==> config.mk <==
export PLATFORM = sky130hd
export DESIGN_NAME = ep0_status_regs
export DESIGN_NICKNAME = d
export VERILOG_FILES = /design/src/rtl/ep0_stat_pkg.sv /design/src/rtl/ep0_setup_window.sv /design/src/rtl/ep0_lock_ctl.sv /design/src/rtl/ep0_status_regs.sv
export SDC_FILE = /design/constraint.sdc
export NUM_CORES = 1
export LEC_CHECK = 0
export ABC_CLOCK_PERIOD_IN_PS = 2100
export BUFFER_PORTS_ARGS = -buffer_cell sky130_fd_sc_hd__buf_4
export CORE_MARGIN = 10
export CORE_UTILIZATION = 50
export CTS_CLUSTER_SIZE = 20
export DETAILED_ROUTE_END_ITERATION = 7
export MAX_ROUTING_LAYER = met4
export PLACE_DENSITY_LB_ADDON = 0.2
export SETUP_SLACK_MARGIN = 0.15
export SLEW_MARGIN = 20
export SYNTH_ARGS = -nofsm -noshare
export SYNTH_HDL_FRONTEND = slang
export SYNTH_HIERARCHICAL = 1
export SYNTH_SLANG_ARGS = --single-unit
==> constraint.sdc <==
create_clock -name clk -period 2.1 [get_ports clk]
set_input_delay 0.42 -clock clk [delete_from_list [all_inputs] [get_ports clk]]
set_output_delay 0.42 -clock clk [all_outputs]
set_load 0.01 [all_outputs]
==> src/rtl/ep0_stat_pkg.sv <==
package ep0_stat_pkg;
    localparam int REG_W  = 8;
    localparam int MODE_W = 4;

    typedef enum logic {WIN_IDLE, WIN_HOLD} win_state_e;
    typedef enum logic {LK_OPEN, LK_HELD}   lock_state_e;

    typedef struct packed {
        logic              setup;
        logic              in_rx;
        logic              out_rx;
        logic              acked;
        logic [MODE_W-1:0] mode;
    } ep0_mode_t;
endpackage

==> src/rtl/ep0_setup_window.sv <==
module ep0_setup_window
    import ep0_stat_pkg::*;
(
    input  logic clk,
    input  logic rst_n,
    input  logic setup_start,
    input  logic ctrl_wr_end,
    output logic win_active
);
    win_state_e state_q, state_d;

    always_ff @(posedge clk) begin
        if (!rst_n) state_q <= WIN_IDLE;
        else        state_q <= state_d;
    end

    always_comb begin
        state_d = state_q;
        unique case (state_q)
            WIN_IDLE: if (setup_start) state_d = WIN_HOLD;
            WIN_HOLD: if (ctrl_wr_end && !setup_start) state_d = WIN_IDLE;
            default:  state_d = WIN_IDLE;
        endcase
    end

    always_comb begin
        win_active = (state_q == WIN_HOLD);
    end
endmodule

==> src/rtl/ep0_lock_ctl.sv <==
module ep0_lock_ctl
    import ep0_stat_pkg::*;
(
    input  logic clk,
    input  logic rst_n,
    input  logic eng_upd,
    input  logic cpu_rd_hit,
    output logic held
);
    lock_state_e state_q, state_d;

    always_ff @(posedge clk) begin
        if (!rst_n) state_q <= LK_OPEN;
        else        state_q <= state_d;
    end

    always_comb begin
        state_d = state_q;
        unique case (state_q)
            LK_OPEN: if (eng_upd) state_d = LK_HELD;
            LK_HELD: if (cpu_rd_hit && !eng_upd) state_d = LK_OPEN;
            default: state_d = LK_OPEN;
        endcase
    end

    always_comb begin
        held = (state_q == LK_HELD);
    end
endmodule

==> src/rtl/ep0_status_regs.sv <==
module ep0_status_regs
    import ep0_stat_pkg::*;
#(
    parameter int CNT_W = 8
) (
    input  logic             clk,
    input  logic             rst_n,
    input  logic             cpu_addr,
    input  logic             cpu_wr,
    input  logic             cpu_rd,
    input  logic [7:0]       cpu_wdata,
    output logic [7:0]       cpu_rdata,
    input  logic             eng_setup_start,
    input  logic             eng_ctrl_wr_end,
    input  logic             eng_in_acked,
    input  logic             eng_out_acked,
    input  logic             eng_txn_acked,
    input  logic             eng_mode_load,
    input  logic [3:0]       eng_mode_val,
    input  logic             eng_cnt_load,
    input  logic [CNT_W-1:0] eng_cnt_val,
    output logic             fifo_wr_inhibit
);
    localparam int NREG     = 2;
    localparam int IDX_MODE = 0;
    localparam int IDX_CNT  = 1;

    logic [NREG-1:0] upd, rd_hit, wr_hit, held, wr_ok;
    logic            win_active;
    ep0_mode_t       mode_q, mode_d;
    logic [CNT_W-1:0] cnt_q, cnt_d;
    logic [REG_W-1:0] cnt_ext;

    assign upd[IDX_MODE] = eng_setup_start | eng_in_acked | eng_out_acked
                         | eng_txn_acked | eng_mode_load;
    assign upd[IDX_CNT]  = eng_cnt_load;

    generate
        for (genvar i = 0; i < NREG; i++) begin : g_lock
            assign rd_hit[i] = cpu_rd && (cpu_addr == 1'(i));
            assign wr_hit[i] = cpu_wr && (cpu_addr == 1'(i));
            assign wr_ok[i]  = wr_hit[i] && !held[i] && !upd[i];
            ep0_lock_ctl u_lock (
                .clk        (clk),
                .rst_n      (rst_n),
                .eng_upd    (upd[i]),
                .cpu_rd_hit (rd_hit[i]),
                .held       (held[i])
            );
        end
    endgenerate

    ep0_setup_window u_win (
        .clk         (clk),
        .rst_n       (rst_n),
        .setup_start (eng_setup_start),
        .ctrl_wr_end (eng_ctrl_wr_end),
        .win_active  (win_active)
    );

    always_comb begin
        mode_d = mode_q;
        if (upd[IDX_MODE]) begin
            mode_d.setup  = mode_q.setup  | eng_setup_start;
            mode_d.in_rx  = mode_q.in_rx  | eng_in_acked;
            mode_d.out_rx = mode_q.out_rx | eng_out_acked;
            mode_d.acked  = mode_q.acked  | eng_txn_acked;
            if (eng_mode_load) mode_d.mode = eng_mode_val;
        end else if (wr_ok[IDX_MODE]) begin
            mode_d.setup  = 1'b0;
            mode_d.in_rx  = 1'b0;
            mode_d.out_rx = 1'b0;
            mode_d.acked  = 1'b0;
            mode_d.mode   = cpu_wdata[MODE_W-1:0];
        end
        if (win_active) mode_d.setup = 1'b1;
    end

    always_comb begin
        cnt_d = cnt_q;
        if (upd[IDX_CNT])          cnt_d = eng_cnt_val;
        else if (wr_ok[IDX_CNT])   cnt_d = cpu_wdata[CNT_W-1:0];
    end

    always_ff @(posedge clk) begin
        if (!rst_n) begin
            mode_q <= '0;
            cnt_q  <= '0;
        end else begin
            mode_q <= mode_d;
            cnt_q  <= cnt_d;
        end
    end

    always_comb begin
        cnt_ext = '0;
        cnt_ext[CNT_W-1:0] = cnt_q;
        cpu_rdata = cpu_addr ? cnt_ext : mode_q;
    end

    assign fifo_wr_inhibit = mode_q.setup;
endmodule

==> impl_metrics.env, run 1 <==
export IMPL_antenna_found_initial=0
export IMPL_met1_usage_pct=15.1
export IMPL_drcViolationCount=0
export IMPL_synthAdderAreaFrac_pct=0
export IMPL_final_util_pct=69.5
export IMPL_fin_area_um2=1340
export IMPL_syn_num_nets=130
export IMPL_peakVddDrop_mv=0.414
export IMPL_seqPwrFrac_pct=52.0
export IMPL_final_common_cell="buf_4"
export IMPL_htree_levels=1
export IMPL_nFillCells=167
export IMPL_hpwl_mm=2.17
export IMPL_clock_sinks=19
export IMPL_power_density_nw_per_um2=577
export IMPL_vias_per_cell=5.59
export IMPL_dr_first_iter_drc_count=30
export IMPL_worst_r2r_setup_slack_ns=0.67
export IMPL_ff2ff_path_depth=3
export IMPL_dp_cells=160
export IMPL_synth_seq_cells=19
export IMPL_max_slew_margin_pct=54.4
export IMPL_ctsResizeCount=0
export IMPL_grtUsageMet2_pct=21.4
export IMPL_final_cell_mix="buf_4 (40), dfxtp_1 (19), a211oi_1 (12)"
export IMPL_syn_avg_cell_area_um2=10.2
export IMPL_synthXorXnorAreaFrac_pct=0
export IMPL_die_area_um2=4170
export IMPL_cts_hold_buf=0
export IMPL_io_buffers=40
export IMPL_setup_viol=0
export IMPL_finalWirelength_mm=2.73
export IMPL_status="finished, final reports clean"
export IMPL_worst_pin_slew_ns=0.675
export IMPL_gr_max_usage_layer="met2"
export IMPL_fin_crit_sh_pct=72.9
export IMPL_min_path_type="in -> reg"
export IMPL_rows=16
export IMPL_clkPwrFrac_pct=23.8
export IMPL_num_antenna_cells=0
export IMPL_max_stage_delay_ns=0.36
export IMPL_hold_viol_final=0
export IMPL_start_kind="input pin"
export IMPL_grt_use_total_pct=13.1
export IMPL_cp_data_arrival_time_ns=1.11
export IMPL_cts_buffers=3
export IMPL_postRouteAntennaNets=0
export IMPL_crit_buf_inv=2
export IMPL_critPathMostFrequentCell="buf_4"
export IMPL_gr_total_overflow=0
export IMPL_p_sw_share_pct=26.8
export IMPL_synth_simple_area_share_pct=18.1
export IMPL_met3_usage_pct=3.78
export IMPL_place_area_um2=1310
export IMPL_synth_top_family_by_area="compound AO/OA/AOI/OAI gates"
export IMPL_cts_setup_buffers=0
export IMPL_drtPass1Iterations=4
export IMPL_drive_above_1_share_pct=40.9
export IMPL_max_cap_viol_count=0
export IMPL_rsz0062_at_grt="false"
export IMPL_skew_ns=0.00478
export IMPL_ys_types=26
export IMPL_io_pins=41
export IMPL_hold_start="eng_cnt_load"
export IMPL_dr_total_vias=917
export IMPL_fin_total_pwr_uw=771
export IMPL_crit_required_ns=1.68
export IMPL_hold_path_end="g_lock[1].u_lock/held"
export IMPL_combPwrFrac_pct=24.1
export IMPL_ys_warn_count=6
export IMPL_fmax_mhz=653
export IMPL_hold_path_depth=2
export IMPL_synth_compound_area_share_pct=23.8
export IMPL_synth_area_um2=995
export IMPL_reg2reg_from="g_lock[0].u_lock/held"
export IMPL_worstSetupPathType="in -> out"
export IMPL_finalSetupTns_ns=0
export IMPL_cp_max_fo=13
export IMPL_power_leakage_uw=0.000596
export IMPL_clk_path_buf_depth=2
export IMPL_synthMuxAreaShare_pct=17.1
export IMPL_cts_root_buffer_cell="clkbuf_4"
export IMPL_grt_max_degree=17
export IMPL_syn_to_final_growth_pct=34.3
export IMPL_final_nets=170
export IMPL_power_switching_uw=207
export IMPL_cp_top_family="multiplexers"
export IMPL_cp_slowest_cell="mux2_2"
export IMPL_layout_min_cycle_time_ns=1.53
export IMPL_crit_chain="buf_4 -> mux2_2 -> buf_4"
export IMPL_cp_end_kind="output pin"
export IMPL_fp_dieH_um=64.6
export IMPL_rr_endpoint="mode_q[1]"
export IMPL_gp_congestion=0.793
export IMPL_stdcell_count=164
export IMPL_cts_tree="built"
export IMPL_grt_pass1_wl_mm=4.40
export IMPL_drv_slew=0
export IMPL_fp_coreArea_um2=1920
export IMPL_internal_power_uw=565
export IMPL_clk_pin_slew_ns=0.11
export IMPL_chipWidth_um=64.6
export IMPL_ys_seq_area_share_pct=38.2
export IMPL_grt_pass1_vias=936
export IMPL_clock_latency_ns=0.29
export IMPL_synth_cells=98
export IMPL_start_util_pct=51.8
export IMPL_drt_wirelength_per_cell_um=16.6
-- area by class of cell --
| cell class | count | area [um2] | area share, % |
|---|---|---|---|
| clock buffer | 3 | 22.5 | 1.69 |
| multi-input combinational | 72 | 587 | 43.9 |
| tap | 27 | 33.8 | 2.53 |
| timing repair buffer | 40 | 300 | 22.5 |
| inverter | 2 | 7.51 | 0.562 |
| clock inverter | 1 | 5.00 | 0.375 |
| sequential | 19 | 380 | 28.5 |
-- worst max-delay path by stage --
stage             start            to  slack [ns]  cells past startpoint
2_1_floorplan  cpu_addr  cpu_rdata[0]        0.56                      2
3_3_place_gp   cpu_addr     mode_q[1]        0.42                      4
3_5_place_dp   cpu_addr     mode_q[1]        0.42                      4
4_1_cts        cpu_addr  cpu_rdata[2]        0.56                      3
5_1_grt        cpu_addr  cpu_rdata[1]        0.55                      3
6_report       cpu_addr  cpu_rdata[2]        0.57                      3
-- state kept, by name (all words and copies together) (netlist names) --
name                count
cnt_ext                 8
fifo_wr_inhibit         1
g_lock.u_lock/held      2
mode_q                  7
u_win/win_active        1
-- cell families after synthesis --
family | count (synthesis)
flip-flops | 19
AND/OR/NAND/NOR | 24
buffers and inverters | 7
AO/OA/AOI/OAI | 32
multiplexers | 16
-- cell usage after synthesis --
cell type,count,area [um2]
and2_1,1,6.26
a21boi_1,1,7.51
nor2b_4,3,41.3
nor2_1,8,30.0
clkbuf_1,3,11.3
nor4_4,1,21.3
buf_2,1,5.00
a211oi_1,12,90.1
buf_1,1,3.75
o21ai_0,4,20.0
o21a_1,6,45.0
mux2i_1,8,80.1
a21o_1,1,7.51
or4_1,1,7.51
nand3b_1,5,37.5
nor4_1,1,6.26
a311oi_1,4,35.0
inv_1,2,7.51
dfxtp_1,19,380
or2b_1,1,7.51
o31a_1,1,8.76
a21boi_0,3,22.5
nor4b_1,1,8.76
mux2_2,8,90.1
nor2b_1,1,6.26
nor3b_1,1,7.51
-- per-stage QoR --
step	hold WS [ns]	worst slack [ns]
after floorplan	0.450	0.564
final	0.348	0.568
after CTS	0.342	0.564
after detailed placement	0.481	0.422
after global placement	0.468	0.419
after global routing	0.340	0.550
-- routing by layer --
metal / part of all wire [%] / up-vias
li1: - / 454
met1: 43 / 426
met2: 50 / 33
met3: 6.2 / 4
met4: 0.95 / 0
met5: 0 / -
-- power by group through the flow --
stage	Sequential (uW)	Clock [uW]	Combinational [uW]
finish	401	184	186
global route	404	202	203
CTS	402	191	188
detailed placement	410	0	188
global placement	408	0	183
floorplan	405	0	95.3
Power figures use the tool's default switching activity.
==> run 2, diff against run 1 <==
- ABC_CLOCK_PERIOD_IN_PS: 2100 -> 1280
- CORE_UTILIZATION: 50 -> 42
- clock period: 2.1 -> 1.28 ns (I/O delays scaled with it)
==> impl_metrics.env, run 2 (same netlist as run 1, synthesis figures left out) <==
export IMPL_dp_cells=170
export IMPL_syn_to_final_growth_pct=55.3
export IMPL_seqPwrFrac_pct=48.1
export IMPL_finalSetupTns_ns=-0.0858
export IMPL_setup_viol=8
export IMPL_fin_total_pwr_uw=1380
export IMPL_rsz0062_at_grt="true"
export IMPL_clock_sinks=19
export IMPL_cp_end_kind="output pin"
export IMPL_gr_total_overflow=0
export IMPL_fmax_mhz=771
export IMPL_seqCellArea_um2=394
export IMPL_stdcell_count=176
export IMPL_reg2reg_from="g_lock[1].u_lock/held"
export IMPL_gp_congestion=0.788
export IMPL_hpwl_mm=2.33
export IMPL_rows=17
export IMPL_max_slew_margin_pct=67.6
export IMPL_grt_pass1_wl_mm=4.84
export IMPL_clk_pin_slew_ns=0.12
export IMPL_grt_max_degree=17
export IMPL_place_area_um2=1430
export IMPL_htree_levels=1
export IMPL_grt_use_total_pct=14.2
export IMPL_finalWirelength_mm=3.06
export IMPL_crit_required_ns=1.02
export IMPL_largest_reg_flops=8
export IMPL_postRouteAntennaNets=0
export IMPL_drive_above_1_share_pct=57.4
export IMPL_hold_path_end="g_lock[1].u_lock/held"
export IMPL_hold_start="eng_cnt_load"
export IMPL_power_density_nw_per_um2=893
export IMPL_peakVddDrop_mv=0.690
export IMPL_cts_tree="built"
export IMPL_fp_dieH_um=68.7
export IMPL_drcViolationCount=0
export IMPL_layout_min_cycle_time_ns=1.30
export IMPL_cts_hold_buf=0
export IMPL_worstSetupPathType="reg -> out"
export IMPL_cp_max_fo=2
export IMPL_p_sw_share_pct=27.9
export IMPL_io_pins=41
export IMPL_clk_path_buf_depth=2
export IMPL_clkPwrFrac_pct=23.8
export IMPL_hold_slack_ns=0.174
export IMPL_power_leakage_uw=0.000673
export IMPL_clock_latency_ns=0.31
export IMPL_multi_input_area_um2=624
export IMPL_drv_slew=0
export IMPL_final_common_cell="buf_4"
export IMPL_nFillCells=182
export IMPL_hold_viol_final=0
export IMPL_drtPass1Iterations=6
export IMPL_final_cell_mix="buf_4 (38), dfxtp_2 (11), buf_6 (10)"
export IMPL_skew_ns=0.00363
export IMPL_min_path_type="in -> reg"
export IMPL_rr_endpoint="cnt_ext[7]"
export IMPL_combPwrFrac_pct=28.2
export IMPL_cp_data_arrival_time_ns=1.04
export IMPL_ff2ff_path_depth=4
export IMPL_worst_pin_slew_ns=0.485
export IMPL_num_antenna_cells=0
export IMPL_status="complete, but fails checks"
export IMPL_cts_root_buffer_cell="clkbuf_4"
export IMPL_vias_per_cell=5.50
export IMPL_cts_buffers=3
export IMPL_worst_r2r_setup_slack_ns=0.12
export IMPL_fp_coreArea_um2=2230
export IMPL_setup_ws_ns=-0.0170
export IMPL_hold_path_depth=2
export IMPL_io_buffers=40
export IMPL_dr_first_iter_drc_count=23
export IMPL_die_area_um2=4710
export IMPL_final_nets=181
export IMPL_max_cap_viol_count=0
export IMPL_fin_crit_sh_pct=101
export IMPL_start_kind="flop"
export IMPL_power_switching_uw=385
export IMPL_violations="negative setup slack"
export IMPL_fin_area_um2=1550
export IMPL_start_util_pct=44.5
export IMPL_dr_total_vias=968
export IMPL_internal_power_uw=995
export IMPL_antenna_found_initial=0
export IMPL_grt_pass1_vias=1019
export IMPL_chipWidth_um=68.7
export IMPL_drt_wirelength_per_cell_um=17.4
## run 2: cell count changes in the layout (fill, tap and decap cells not counted), sizes merged
cell    delta
buf       +11
clkbuf     +1
clkinv     -1
## run 2: through the flow
| step | worst slack [ns] | util (%) |
|---|---|---|
| after floorplan | 0.0755 | - |
| after global placement | -0.0212 | 63.8 |
| after detailed placement | -0.0549 | 63.8 |
| after CTS | -0.0262 | 67.6 |
| after global routing | -0.0553 | 69.2 |
| final | -0.0170 | 69.2 |
## run 2: layout make-up
| class | instances | share of cell area [%] |
|---|---|---|
| timing repair buffer | 51 | 29.6 |
| multi-input combinational | 72 | 40.4 |
| clock buffer | 4 | 1.70 |
| tap | 28 | 2.27 |
| sequential | 19 | 25.5 |
| inverter | 2 | 0.486 |
## run 2: worst max-delay path, stage by stage (launching register included)
cell and delay [ns]:
dfxtp_2 0.34, mux2_2 0.27, buf_6 0.13
## run 2: routing by layer
metal	routed length [um]	track usage, %
met5	0	-
met4	41	5.28
met3	190	3.06
met2	1570	24.4
met1	1260	15.6
## run 2: repair_timing
action,CTS,global route
setup buffers,2,0
pin swaps,2,10
gates resized for setup,17,10
setup endpoints to repair,10,25
## run 2: power groups by stage
stage / Clock (uW) / Sequential [uW] / Combinational (uW)
after floorplan: 0 / 664 / 159
after detailed placement: 0 / 672 / 345
after global routing: 359 / 668 / 422
after CTS: 331 / 661 / 376
final: 328 / 663 / 389
after global placement: 0 / 670 / 338
## run 2: worst max path at each step
stage / startpoint / endpoint
global route: mode_q[2] / cpu_rdata[2]
CTS: mode_q[2] / cpu_rdata[2]
global placement: eng_in_acked / mode_q[0]
floorplan: eng_txn_acked / g_lock[0].u_lock/held
detailed placement: eng_txn_acked / mode_q[0]
finish: mode_q[2] / cpu_rdata[2]
